## config.mk

```make
export PLATFORM = sky130hd
export DESIGN_NAME = alu8_core
export DESIGN_NICKNAME = d
export VERILOG_FILES = /design/src/rtl/alu8_pkg.sv /design/src/rtl/alu8_arith.sv /design/src/rtl/alu8_bitwise.sv /design/src/rtl/alu8_flagunit.sv /design/src/rtl/alu8_core.sv
export SDC_FILE = /design/constraint.sdc
export NUM_CORES = 1
export LEC_CHECK = 0
export BUFFER_PORTS_ARGS = -buffer_cell sky130_fd_sc_hd__buf_2
export CAP_MARGIN = 0
export CORE_UTILIZATION = 57
export DETAILED_ROUTE_END_ITERATION = 8
export MAX_ROUTING_LAYER = met4
export PLACE_DENSITY_LB_ADDON = 0.08
export SLEW_MARGIN = 40
export SYNTH_ARGS = -nofsm -noshare
export SYNTH_HDL_FRONTEND = slang
export SYNTH_SLANG_ARGS = --single-unit
```

## constraint.sdc

```tcl
create_clock -name vclk -period 5
set_input_delay 0.5 -clock vclk [all_inputs]
set_output_delay 0.5 -clock vclk [all_outputs]
set_load 0.03 [all_outputs]
```

## src/rtl/alu8_pkg.sv

```systemverilog
package alu8_pkg;

    localparam int DW     = 8;
    localparam int OPW    = 4;
    localparam int DSTW   = 2;
    localparam int MSB    = DW - 1;

    localparam int SB_C = 0;
    localparam int SB_Z = 1;
    localparam int SB_V = 6;
    localparam int SB_N = 7;

    typedef enum logic [OPW-1:0] {
        OP_ADD  = 4'd0,
        OP_SUB  = 4'd1,
        OP_CPA  = 4'd2,
        OP_CPX  = 4'd3,
        OP_CPY  = 4'd4,
        OP_AND  = 4'd5,
        OP_OR   = 4'd6,
        OP_XOR  = 4'd7,
        OP_TST  = 4'd8,
        OP_INC  = 4'd9,
        OP_DEC  = 4'd10,
        OP_SHL  = 4'd11,
        OP_SHR  = 4'd12,
        OP_RTL  = 4'd13,
        OP_RTR  = 4'd14,
        OP_AXM  = 4'd15
    } alu_op_e;

    typedef enum logic [DSTW-1:0] {
        DST_NONE = 2'd0,
        DST_ACC  = 2'd1,
        DST_XR   = 2'd2,
        DST_OPND = 2'd3
    } alu_dst_e;

    // which flags an operation rewrites
    typedef struct packed {
        logic n;
        logic v;
        logic z;
        logic c;
    } flag_mask_t;

    // values proposed by a datapath unit
    typedef struct packed {
        logic [DW-1:0] res;
        logic          n;
        logic          v;
        logic          c;
    } unit_out_t;

    function automatic logic is_arith(alu_op_e op);
        return (op inside {OP_ADD, OP_SUB, OP_CPA, OP_CPX, OP_CPY, OP_AXM});
    endfunction

    function automatic flag_mask_t op_mask(alu_op_e op);
        flag_mask_t m;
        m = '0;
        unique case (op)
            OP_ADD, OP_SUB:                        m = '{n:1'b1, v:1'b1, z:1'b1, c:1'b1};
            OP_CPA, OP_CPX, OP_CPY, OP_AXM:        m = '{n:1'b1, v:1'b0, z:1'b1, c:1'b1};
            OP_AND, OP_OR, OP_XOR, OP_INC, OP_DEC: m = '{n:1'b1, v:1'b0, z:1'b1, c:1'b0};
            OP_TST:                                m = '{n:1'b1, v:1'b1, z:1'b1, c:1'b0};
            OP_SHL, OP_SHR, OP_RTL, OP_RTR:        m = '{n:1'b1, v:1'b0, z:1'b1, c:1'b1};
            default:                               m = '0;
        endcase
        return m;
    endfunction

    function automatic alu_dst_e op_dest(alu_op_e op);
        alu_dst_e d;
        unique case (op)
            OP_ADD, OP_SUB, OP_AND, OP_OR, OP_XOR:  d = DST_ACC;
            OP_AXM:                                 d = DST_XR;
            OP_INC, OP_DEC, OP_SHL, OP_SHR,
            OP_RTL, OP_RTR:                         d = DST_OPND;
            default:                                d = DST_NONE;
        endcase
        return d;
    endfunction

endpackage

```

## src/rtl/alu8_arith.sv

```systemverilog
module alu8_arith
    import alu8_pkg::*;
(
    input  alu_op_e       op,
    input  logic [DW-1:0] acc,
    input  logic [DW-1:0] xr,
    input  logic [DW-1:0] yr,
    input  logic [DW-1:0] opnd,
    input  logic          cin,
    output unit_out_t     uo
);
    logic [DW-1:0] lhs;
    logic [DW:0]   sum9;
    logic [DW:0]   dif9;
    logic          borrow_in;

    always_comb begin
        unique case (op)
            OP_CPX:  lhs = xr;
            OP_CPY:  lhs = yr;
            OP_AXM:  lhs = acc & xr;
            default: lhs = acc;
        endcase
    end

    // compares and the combined op subtract with no incoming borrow
    assign borrow_in = (op == OP_SUB) ? ~cin : 1'b0;
    assign sum9 = {1'b0, acc} + {1'b0, opnd} + {{DW{1'b0}}, cin};
    assign dif9 = {1'b0, lhs} - {1'b0, opnd} - {{DW{1'b0}}, borrow_in};

    always_comb begin
        if (op == OP_ADD) begin
            uo.res = sum9[DW-1:0];
            uo.c   = sum9[DW];
            uo.v   = ~(acc[MSB] ^ opnd[MSB]) & (acc[MSB] ^ sum9[MSB]);
        end else begin
            uo.res = dif9[DW-1:0];
            uo.c   = ~dif9[DW];
            uo.v   = (acc[MSB] ^ dif9[MSB]) & (acc[MSB] ^ opnd[MSB]);
        end
        uo.n = uo.res[MSB];
    end

endmodule

```

## src/rtl/alu8_bitwise.sv

```systemverilog
module alu8_bitwise
    import alu8_pkg::*;
(
    input  alu_op_e       op,
    input  logic [DW-1:0] acc,
    input  logic [DW-1:0] opnd,
    input  logic          cin,
    output unit_out_t     uo
);
    always_comb begin
        uo.res = '0;
        uo.c   = cin;
        uo.v   = 1'b0;
        unique case (op)
            OP_AND: uo.res = acc & opnd;
            OP_OR:  uo.res = acc | opnd;
            OP_XOR: uo.res = acc ^ opnd;
            OP_TST: begin
                uo.res = acc & opnd;
                uo.v   = opnd[MSB-1];
            end
            OP_INC: uo.res = opnd + 1'b1;
            OP_DEC: uo.res = opnd - 1'b1;
            OP_SHL: begin
                uo.res = {opnd[MSB-1:0], 1'b0};
                uo.c   = opnd[MSB];
            end
            OP_SHR: begin
                uo.res = {1'b0, opnd[MSB:1]};
                uo.c   = opnd[0];
            end
            OP_RTL: begin
                uo.res = {opnd[MSB-1:0], cin};
                uo.c   = opnd[MSB];
            end
            OP_RTR: begin
                uo.res = {cin, opnd[MSB:1]};
                uo.c   = opnd[0];
            end
            default: uo.res = '0;
        endcase
        // bit test takes its sign flag from the operand, not the result
        uo.n = (op == OP_TST) ? opnd[MSB] : uo.res[MSB];
    end

endmodule

```

## src/rtl/alu8_flagunit.sv

```systemverilog
module alu8_flagunit
    import alu8_pkg::*;
(
    input  logic [DW-1:0] stat_prev,
    input  flag_mask_t    mask,
    input  unit_out_t     uo,
    output logic [DW-1:0] stat_next
);
    always_comb begin
        stat_next = stat_prev;
        if (mask.c) stat_next[SB_C] = uo.c;
        if (mask.z) stat_next[SB_Z] = (uo.res == '0);
        if (mask.v) stat_next[SB_V] = uo.v;
        if (mask.n) stat_next[SB_N] = uo.n;
    end
endmodule

```

## src/rtl/alu8_core.sv

```systemverilog
module alu8_core
    import alu8_pkg::*;
(
    input  logic [7:0] acc_in,
    input  logic [7:0] xr_in,
    input  logic [7:0] yr_in,
    input  logic [7:0] opnd_in,
    input  logic [7:0] stat_in,
    input  logic [3:0] op_sel,
    output logic [7:0] result_o,
    output logic [1:0] dest_o,
    output logic [7:0] stat_o
);
    alu_op_e    op;
    unit_out_t  arith_uo;
    unit_out_t  logic_uo;
    unit_out_t  sel_uo;
    flag_mask_t mask;

    assign op   = alu_op_e'(op_sel);
    assign mask = op_mask(op);

    alu8_arith u_arith (
        .op   (op),
        .acc  (acc_in),
        .xr   (xr_in),
        .yr   (yr_in),
        .opnd (opnd_in),
        .cin  (stat_in[SB_C]),
        .uo   (arith_uo)
    );

    alu8_bitwise u_bitwise (
        .op   (op),
        .acc  (acc_in),
        .opnd (opnd_in),
        .cin  (stat_in[SB_C]),
        .uo   (logic_uo)
    );

    assign sel_uo = is_arith(op) ? arith_uo : logic_uo;

    alu8_flagunit u_flags (
        .stat_prev (stat_in),
        .mask      (mask),
        .uo        (sel_uo),
        .stat_next (stat_o)
    );

    assign result_o = sel_uo.res;
    assign dest_o   = op_dest(op);

    // Guards relating the port-level outputs to the inputs
    always_comb begin
        // control bits I, D, B, U are never rewritten
        a_r12_ctrl_passthru: assert (stat_o[5:2] == stat_in[5:2])
            else $error("control bits changed");
        // zero flag agrees with the result byte when updated
        if (op != OP_TST && mask.z)
            a_r11_zero_match: assert (stat_o[SB_Z] == (result_o == 8'h00))
                else $error("Z does not match result");
        // logical right shift never leaves N set
        if (op == OP_SHR)
            a_r9_shr_clears_n: assert (!stat_o[SB_N] && !result_o[7])
                else $error("right shift left N set");
        // compares leave V alone and target nothing
        if (op inside {OP_CPA, OP_CPX, OP_CPY})
            a_r4_cmp_keeps_v: assert (stat_o[SB_V] == stat_in[SB_V] && dest_o == 2'd0)
                else $error("compare touched V or destination");
        // bit test copies operand bits 7 and 6
        if (op == OP_TST)
            a_r7_bit_copy: assert (stat_o[SB_N] == opnd_in[7] && stat_o[SB_V] == opnd_in[6])
                else $error("bit test flag copy wrong");
    end

endmodule

```

---- After elaboration in Yosys (flattened, before gate mapping) ----
Memory sizes are Yosys's and may differ from the RTL's.
Index checks and enable logic that the tools add are counted.
word-level totals
  bits in registers ....................... 0
  bits in read-only memories .............. 64
  output and inout port bits .............. 18
  logic and storage cells ................. 54
  memories ................................ 2
memories
  memory           words  width  read ports  clocked after Yosys merged registers in  wr ports  RTL line        RTL
  (no name shown)  16     2      1           0                                        0         alu8_pkg.sv:75  unique case (op)
  (no name shown)  16     2      1           0                                        0         alu8_pkg.sv:62  unique case (op)
cells by class
  $add $sub $neg .......................... 6
  equality and inequality tests ........... 15
  muxes and demuxes ....................... 13
  bitwise operators ....................... 12
  reduce and logical (&&, ||, !) cells .... 6
operator list
  cell                   number
  $pmux W8 S9            1
  $eq A4 B4 Y1 const B   8
  $pmux W8 S3            1
  $and A8 B8 Y8          2
  $eq A4 B3 Y1 const B   4
  $mux W11               1
  $add A8 B8 Y9          1
  $add A9 B1 Y9          1
  $sub A8 B8 Y9          1
  $sub A9 B1 Y9          1
  $add A8 B1 Y8 const B  1
  $eq A4 B2 Y1 const B   2
  $logic_not A8 Y1       1
  $mux W8                1
  $or A8 B8 Y8           1
  $sub A8 B1 Y8 const B  1
  $xor A8 B8 Y8          1
  $mux W1                7
  $reduce_bool A6 Y1     1
  $reduce_or A2 Y1       3
  $eq A4 B1 Y1 const B   1
  $logic_not A4 Y1       1
  $not A1 Y1             3
  $xor A1 B1 Y1          3
  3 further kinds        4

---- Depth between registers and ports, before layout ----
Gate-level depths: netlist of the first run.
  word-level depth ........................ 10
  gate-level depth with buffers ........... 16
  gate-level depth less buffers ........... 14

---- Cells and area by module ----
Synthesis of the first run repeated with hierarchy kept, for this count alone.
second synthesis, totals
  cells, all modules ...................... 417
  area total of the unflattened synthesis .. 2942.8 um^2
modules (own cells, without submodules)
  module         times used  cells an instance  area an instance (um^2)
  alu8_arith     1           162                1112.3
  alu8_bitwise   1           151                1022.2
  alu8_core      1           92                 706.9
  alu8_flagunit  1           12                 101.3

---- Worst setup path before layout of the first run ----
OpenSTA, ideal clock, no wires.
  kind .................................... input -> output
  from .................................... input op_sel[0]
  to ...................................... output stat_o[1]
  data arrival time ....................... 4401 ps
  required time ........................... 4500 ps
  setup slack ............................. 99 ps
  stages on the path ...................... 14
  buffers on the path ..................... 1
  cells stage by stage .................... buf_4 -> nor4b_4 -> nor3_1 -> a221oi_1 -> fa_1 -> inv_1 -> fa_1 -> nand2b_1 -> a21oi_1 -> xnor2_1 -> a2bb2oi_1 -> o221ai_1 -> or4_4 -> nor4_2
on the way
  cells in the longest elaborated chain, start to end .. 8
  elaborated cells between the ends (all ways) .. 27
RTL lines
  element                                     RTL line                          RTL
  start: declaration                          alu8_core.sv:9                    input logic [3:0] op_sel,
  $eq A4 B4 Y1, or another cell as far along  alu8_pkg.sv:56, alu8_arith.sv:18
  $pmux W8 S3                                 alu8_arith.sv:18                  unique case (op)
  $sub A8 B8 Y9                               alu8_arith.sv:29                  assign dif9 = {1'b0, lhs} - {1'b0, opnd} - {{DW{1'b0}}, borrow_in};
  $sub A9 B1 Y9                               alu8_arith.sv:29
  $mux W8                                     alu8_arith.sv:32                  if (op == OP_ADD) begin
  $mux W11 *                                  alu8_core.sv:41                   assign sel_uo = is_arith(op) ? arith_uo : logic_uo;
  via result_o[4]                             alu8_core.sv:10                   output logic [7:0] result_o,
  $logic_not A8 Y1 *                          alu8_flagunit.sv:12               if (mask.z) stat_next[SB_Z] = (uo.res == '0);
  $mux W1 *                                   alu8_flagunit.sv:12
  end: declaration                            alu8_core.sv:12                   output logic [7:0] stat_o
The timed path passes the listed nets; every way through them passes the cells marked *.

---- Final worst setup path of the first run ----
  from .................................... input op_sel[0]
  to ...................................... output stat_o[1]
on the way
  cells in the longest elaborated chain, start to end .. 8
  elaborated cells between the ends (all ways) .. 27
RTL lines
  element                                     RTL line
  $eq A4 B4 Y1, or another cell as far along  alu8_pkg.sv:56, alu8_arith.sv:18
  $pmux W8 S3                                 alu8_arith.sv:18
  $sub A8 B8 Y9                               alu8_arith.sv:29
  $sub A9 B1 Y9                               alu8_arith.sv:29
  $mux W8                                     alu8_arith.sv:32
  $mux W11 *                                  alu8_core.sv:41
  $logic_not A8 Y1 *                          alu8_flagunit.sv:12
  $mux W1 *                                   alu8_flagunit.sv:12
Every way passes the cells marked *; elsewhere a longest branch is shown, timed or not.

==> load_flow_metrics.sql, run 1 <==
INSERT INTO impl_metrics (metric_group, metric, value, unit) VALUES
('outcome', 'status', 'completed', ''),
('grt', 'grt_max_degree', '33', ''),
('logic_synthesis', 'largest_family_of_logic_cells_by_synthesized_area', 'compound AO/OA/AOI/OAI gates', ''),
('layout', 'multi_input_comb_area', '2210', 'um2'),
('routing', 'dr.first_iter.drc_count', '350', ''),
('layout', 'clock_buffers', '0', ''),
('logic_synthesis', 'count_of_synthesis_stage_warnings_from_yosys', '0', ''),
('logic_synthesis', 'post_synthesis_cell_type_count', '66', ''),
('power_and_ir_drop', 'power_density', '143', 'nW/um2'),
('sta', 'slew_headroom', '56.5', '%'),
('clock_tree', 'postCtsSetupBuffers', '0', ''),
('sta', 'hold_violations', '0', ''),
('worst_setup_path', 'worst-path-stages', '17', ''),
('sta', 'finalWorstPathRequiredPeriod', '4.58', 'ns'),
('power_and_ir_drop', 'internal-power', '151', 'uW'),
('routing', 'first_pass_iters', '8', ''),
('sta', 'whs', '1.00', 'ns'),
('grt', 'grt.total_usage', '35.0', '%'),
('sta', 'timing_worst_slew_pin_value', '0.648', 'ns'),
('power_and_ir_drop', 'static-leakage-power', '1.30', 'nW'),
('grt', 'total_grt_overflow', '0', ''),
('routing', 'vias', '2807', ''),
('sta', 'timing.final.max_slew_violations', '0', ''),
('routing', 'drt-total-wl', '7.76', 'mm'),
('logic_synthesis', 'post_synth_fa_ha_maj_area_fraction', '21.2', '%'),
('logic_synthesis', 'cell_types_with_the_largest_area_share_after_synthesis', 'sky130_fd_sc_hd__ha_1 (17%), sky130_fd_sc_hd__a21oi_1 (5.1%), sky130_fd_sc_hd__inv_1 (5.0%)', ''),
('place', 'dp_hpwl', '6.02', 'mm'),
('clock_tree', 'post_cts_hold_buffer_count', '0', ''),
('sta', 'finalWorstSetupSlack', '0.422', 'ns'),
('worst_setup_path', 'setup.worst_path.class', 'input port to primary output', ''),
('sta', 'max_freq', '218', 'MHz'),
('worst_setup_path', 'worstPathMaxFanout', '9', ''),
('sta', 'rsz0062_at_grt', 'false', ''),
('hold_path', 'hp-class', 'input port to primary output', ''),
('logic_synthesis', 'portion_of_netlist_area_occupied_by_mux_cells', '2.07', '%'),
('clock_tree', 'ctsResizeCount', '0', ''),
('die', 'die_w', '67.9', 'um'),
('die', 'fp.coreArea', '4090', 'um2'),
('worst_setup_path', 'crit_path_launch_type', 'input port', ''),
('layout', 'fillCellCount', '380', ''),
('layout', 'n_sequential_cell', '0', ''),
('layout', 'final_core_occ', '67.0', '%'),
('worst_setup_path', 'timing.critical_path.arrival', '4.08', 'ns'),
('power_and_ir_drop', 'power.share.switching', '61.4', '%'),
('worst_setup_path', 'critical_path.cell_chain', 'buf_2 > nor4bb_2 > buf_4 > a21oi_1 > nor2b_1 > a221oi_1 > fa_1 > inv_1 > fa_1 > nand2b_1 > a21oi_1 > o21ai_0 > xor2_1 > a221oi_1 > o221ai_1 > nor4_2 > buf_2', ''),
('power_and_ir_drop', 'net_switching_power', '240', 'uW'),
('worst_setup_path', 'required', '4.50', 'ns'),
('logic_synthesis', 'yosys.area_share.xor_xnor', '6.37', '%'),
('grt', 'grt_antenna_before_repair', '0', ''),
('routing', 'wire_per_inst', '17.9', 'um'),
('logic_synthesis', 'netlist_area', '2470', 'um2'),
('place', 'place_inst', '434', ''),
('routing', 'vias_per_cell', '6.47', ''),
('logic_synthesis', 'synth_simple_gate_area_share', '24.0', '%'),
('sta', 'tns', '0', 'ns'),
('layout', 'design.final.nets', '469', ''),
('worst_setup_path', 'path_delay_family', 'compound AO/OA/AOI/OAI gates', ''),
('logic_synthesis', 'syn-num-nets', '428', ''),
('sta', 'setup_violations', '0', ''),
('power_and_ir_drop', 'comb_power_share', '100.0', '%'),
('power_and_ir_drop', 'power.share.clock', '0', '%'),
('place', 'dpl_worst_slack', '0.467', 'ns'),
('worst_setup_path', 'critical_path_buf_inv_count', '4', ''),
('die', 'initial_core_util', '60.6', '%'),
('layout', 'ant_diodes', '0', ''),
('die', 'die-area', '4610', 'um2'),
('hold_path', 'hold_depth', '0', ''),
('layout', 'area_of_all_sequential_standard_cells', '0', 'um2'),
('layout', 'final_layout_size_suffix_gt1_share', '20.1', '%'),
('logic_synthesis', 'synth_compound_gate_area_share', '35.3', '%'),
('grt', 'wire_length_of_the_first_global_routing_pass', '11.6', 'mm');
==> cell families after synthesis <==
family	count (synthesis)
AOI/OAI and AO/OA	123
and+or+nand+nor	103
buffers and inverters	57
adders and majority gates	39
xor gates and xnor gates	18
muxes	5
==> cells in the final DEF, fill, tap and decap left out, types with 6 or more instances in the layout <==
master	Yosys	layout
sky130_fd_sc_hd__a211oi_1	7	7
sky130_fd_sc_hd__a21o_1	11	11
sky130_fd_sc_hd__a21oi_1	25	25
sky130_fd_sc_hd__a221oi_1	8	8
sky130_fd_sc_hd__buf_2	3	52
sky130_fd_sc_hd__buf_4	7	10
sky130_fd_sc_hd__ha_1	34	34
sky130_fd_sc_hd__inv_1	33	33
sky130_fd_sc_hd__nand2_1	24	24
sky130_fd_sc_hd__nand2b_1	6	6
sky130_fd_sc_hd__nand3_1	6	6
sky130_fd_sc_hd__nor2_1	20	20
sky130_fd_sc_hd__nor2b_1	11	11
sky130_fd_sc_hd__nor3_1	8	8
sky130_fd_sc_hd__o21ai_0	18	18
sky130_fd_sc_hd__xnor2_1	11	11
sky130_fd_sc_hd__xor2_1	7	7
==> power by group through the flow <==
stage / clock network (mW) / registers, mW / logic, mW
after floorplan: 0 / 0 / 0.288
after global placement: 0 / 0 / 0.381
after detailed placement: 0 / 0 / 0.384
after CTS: 0 / 0 / 0.386
after global routing: 0 / 0 / 0.428
final: 0 / 0 / 0.392
==> cells in the mapped netlist, types with 8 or more instances <==
cell and number:
sky130_fd_sc_hd__nand2_1 24, sky130_fd_sc_hd__nor2b_1 11, sky130_fd_sc_hd__ha_1 34, sky130_fd_sc_hd__a221oi_1 8
sky130_fd_sc_hd__a21oi_1 25, sky130_fd_sc_hd__xnor2_1 11, sky130_fd_sc_hd__nor2_1 20, sky130_fd_sc_hd__a21o_1 11
sky130_fd_sc_hd__o21ai_0 18, sky130_fd_sc_hd__nor3_1 8, sky130_fd_sc_hd__inv_1 33
==> worst max-delay path by stage <==
stage / startpoint / end / slack [ns]
floorplan: op_sel[0] / stat_o[1] / 0.1
detailed placement: op_sel[0] / stat_o[1] / 0.47
CTS: op_sel[0] / stat_o[1] / 0.45
global route: op_sel[0] / stat_o[1] / 0.10
global placement: op_sel[3] / stat_o[1] / 0.50
finish: op_sel[0] / stat_o[1] / 0.42
==> routing by layer <==
layer	global-route usage [%]	routed length (um)	up-vias	share of wire (%)
met4	3.91	45	0	0.58
met1	49.5	3390	1309	44
li1	-	-	1362	-
met3	1.83	701	8	9.0
met5	-	0	-	0
met2	56.2	3630	128	47
==> cell type report <==
cell class | instances | share of cell area (%)
well taps | 50 | 2.29
multi-input cells | 288 | 80.8
repair buffers | 62 | 12.2
inverters | 34 | 4.66
==> per-stage QoR <==
step | area (um2) | total power [mW]
floorplan | 2470 | 0.288
global placement | 2730 | 0.381
detailed placement | 2740 | 0.384
CTS | 2740 | 0.386
global route | 2740 | 0.428
finish | 2740 | 0.392
Power figures use the tool's default switching activity.
==> run 2: changes to the inputs <==
--- a/config.mk
+++ b/config.mk
@@ -10,7 +10,7 @@
 export CORE_UTILIZATION = 57
 export DETAILED_ROUTE_END_ITERATION = 8
 export MAX_ROUTING_LAYER = met4
-export PLACE_DENSITY_LB_ADDON = 0.08
+export PLACE_DENSITY = 0.88
 export SLEW_MARGIN = 40
 export SYNTH_ARGS = -nofsm -noshare
 export SYNTH_HDL_FRONTEND = slang
==> load_flow_metrics.sql, run 2 (synthesis gave the netlist of run 1 again) <==
INSERT INTO impl_metrics (metric_group, metric, value, unit) VALUES
('outcome', 'status', 'completed', ''),
('die', 'die-area', '4610', 'um2'),
('power_and_ir_drop', 'power_density', '144', 'nW/um2'),
('sta', 'finalWorstPathRequiredPeriod', '4.72', 'ns'),
('layout', 'design.final.nets', '468', ''),
('routing', 'first_pass_iters', '4', ''),
('clock_tree', 'postCtsSetupBuffers', '0', ''),
('grt', 'grt_antenna_before_repair', '0', ''),
('grt', 'grt_max_degree', '29', ''),
('power_and_ir_drop', 'vdd_ir_drop_max', '99.3', 'uV'),
('power_and_ir_drop', 'power.share.clock', '0', '%'),
('worst_setup_path', 'endpoint', 'stat_o[1]', ''),
('layout', 'fin_cells', '433', ''),
('layout', 'multi_input_comb_area', '2220', 'um2'),
('sta', 'timing_worst_slew_pin_value', '0.653', 'ns'),
('sta', 'setup_violations', '0', ''),
('layout', 'area_of_all_sequential_standard_cells', '0', 'um2'),
('layout', 'clock_buffers', '0', ''),
('hold_path', 'hp-class', 'input port to primary output', ''),
('place', 'gp_congestion', '0.970', ''),
('worst_setup_path', 'critPathMaxStageDelay', '0.60', 'ns'),
('routing', 'dr.first_iter.drc_count', '276', ''),
('worst_setup_path', 'crit_path_launch_type', 'input port', ''),
('routing', 'route.antenna.remaining_nets', '0', ''),
('power_and_ir_drop', 'sequentialPowerShare', '0', '%'),
('die', 'fp.coreArea', '4090', 'um2'),
('power_and_ir_drop', 'power.share.switching', '61.6', '%'),
('die', 'die_w', '67.9', 'um'),
('place', 'dp_hpwl', '6.17', 'mm'),
('routing', 'wire_per_inst', '18.5', 'um'),
('clock_tree', 'post_cts_hold_buffer_count', '0', ''),
('sta', 'timing.final.max_slew_violations', '0', ''),
('worst_setup_path', 'critical_path.cell_chain', 'clkbuf_4 > and4_4 > nor3_1 > a221oi_1 > fa_1 > inv_1 > fa_1 > nand2b_1 > a21oi_1 > xnor2_1 > a2bb2oi_1 > o221ai_1 > or4_4 > nor4_2 > buf_2', ''),
('layout', 'fillCellCount', '383', ''),
('grt', 'grt.total_usage', '36.2', '%'),
('worst_setup_path', 'required', '4.50', 'ns'),
('routing', 'vias_per_cell', '6.68', ''),
('sta', 'tns', '0', 'ns'),
('die', 'placementRows', '23', ''),
('power_and_ir_drop', 'internal-power', '152', 'uW'),
('grt', 'total_grt_overflow', '0', ''),
('routing', 'drt-total-wl', '8.00', 'mm'),
('power_and_ir_drop', 'net_switching_power', '243', 'uW'),
('worst_setup_path', 'critical-path-slowest-cell', 'sky130_fd_sc_hd__or4_4', ''),
('worst_setup_path', 'setup.worst_path.class', 'input port to primary output', ''),
('place', 'place_inst', '433', ''),
('worst_setup_path', 'crit_path_frequent_cell', 'sky130_fd_sc_hd__fa_1', ''),
('sta', 'hold_violations', '0', ''),
('sta', 'post-route-period-util', '94.3', '%'),
('routing', 'drt_drc_violations_left', '0', ''),
('die', 'initial_core_util', '60.6', '%'),
('grt', 'wire_length_of_the_first_global_routing_pass', '12.2', 'mm'),
('power_and_ir_drop', 'static-leakage-power', '1.30', 'nW'),
('die', 'chipHeight', '67.9', 'um'),
('sta', 'max_freq', '212', 'MHz'),
('layout', 'final_common_cell', 'sky130_fd_sc_hd__buf_2', ''),
('worst_setup_path', 'worstPathMaxFanout', '19', ''),
('worst_setup_path', 'timing.critical_path.from', 'op_sel[2]', ''),
('layout', 'ant_diodes', '0', ''),
('layout', 'n_sequential_cell', '0', ''),
('worst_setup_path', 'timing.critical_path.arrival', '4.22', 'ns'),
('layout', 'final_layout_size_suffix_gt1_share', '19.8', '%'),
('routing', 'vias', '2891', ''),
('sta', 'slew_headroom', '56.2', '%'),
('die', 'pin_count', '62', ''),
('power_and_ir_drop', 'comb_power_share', '100.0', '%'),
('layout', 'final_core_occ', '67.1', '%'),
('worst_setup_path', 'worstSetupEndpointType', 'primary output', ''),
('layout', 'final_cell_mix', 'sky130_fd_sc_hd__buf_2 (51), sky130_fd_sc_hd__ha_1 (34), sky130_fd_sc_hd__inv_1 (33)', ''),
('sta', 'rsz0062_at_grt', 'false', ''),
('grt', 'first_global_vias', '2509', ''),
('job', 'max_cap_violations', '0', ''),
('power_and_ir_drop', 'post-layout-total-power', '395', 'uW'),
('layout', 'area_overhead_vs_synth', '10.8', '%'),
('place', 'placement.io_buffers', '52', '');
[run 2: cell types whose count changed in the layout (fill, tap and decap cells not counted), sizes merged]
cell | previous run | this run
buf | 62 | 60
clkbuf | 0 | 1
[run 2: worst min path at each step]
stage,startpoint,to,slack (ns),cells after the start
after floorplan,stat_in[2],stat_o[2],1.13,1
after global placement,stat_in[2],stat_o[2],1.00,0
after detailed placement,stat_in[2],stat_o[2],1.00,0
after CTS,stat_in[2],stat_o[2],1.00,0
after global routing,stat_in[5],stat_o[5],1.00,0
final,stat_in[3],stat_o[3],1.00,0
[run 2: worst max-delay path: cells and delay by family]
| family | cells | cell delay (ns) |
|---|---|---|
| AOI/OAI and AO/OA | 4 | 0.92 |
| xor gates and xnor gates | 1 | 0.10 |
| adders and majority gates | 2 | 0.70 |
| buffers and inverters | 3 | 0.58 |
| and+or+nand+nor | 5 | 1.41 |
[run 2: repair_timing]
item | 4_1_cts | 5_1_grt
endpoints found under the hold margin | 0 | 0
gates resized for setup | 0 | 2
setup endpoints to repair | 0 | 1
[run 2: cell type report]
cell class | count | area share [%]
Timing Repair Buffer | 61 | 12.0
Multi-Input combinational cell | 288 | 81.0
Tap cell | 50 | 2.28
Inverter | 34 | 4.66
[run 2: metrics by stage]
| stage | hold slack, ns | setup slack (ns) | cell area (um2) |
|---|---|---|---|
| 2_1_floorplan | 1.13 | 0.0988 | 2470 |
| 3_3_place_gp | 1.00 | 0.333 | 2730 |
| 3_5_place_dp | 1.00 | 0.239 | 2730 |
| 4_1_cts | 1.00 | 0.235 | 2730 |
| 5_1_grt | 1.00 | 0.0365 | 2740 |
| 6_report | 1.00 | 0.283 | 2740 |
[run 2: power by group through the flow]
| stage | Clock (mW) | Sequential (mW) | Combinational (mW) |
|---|---|---|---|
| final | 0 | 0 | 0.395 |
| after global routing | 0 | 0 | 0.427 |
| after CTS | 0 | 0 | 0.386 |
| after detailed placement | 0 | 0 | 0.384 |
| after global placement | 0 | 0 | 0.376 |
| after floorplan | 0 | 0 | 0.288 |
[run 2: metal layers]
layer / GRT usage [%] / up-vias / wire [um]
met5: - / - / 0
met4: 11.2 / 0 / 218
met3: 0.833 / 20 / 682
met2: 57.7 / 153 / 3670
met1: 49.6 / 1351 / 3430
li1: - / 1367 / -
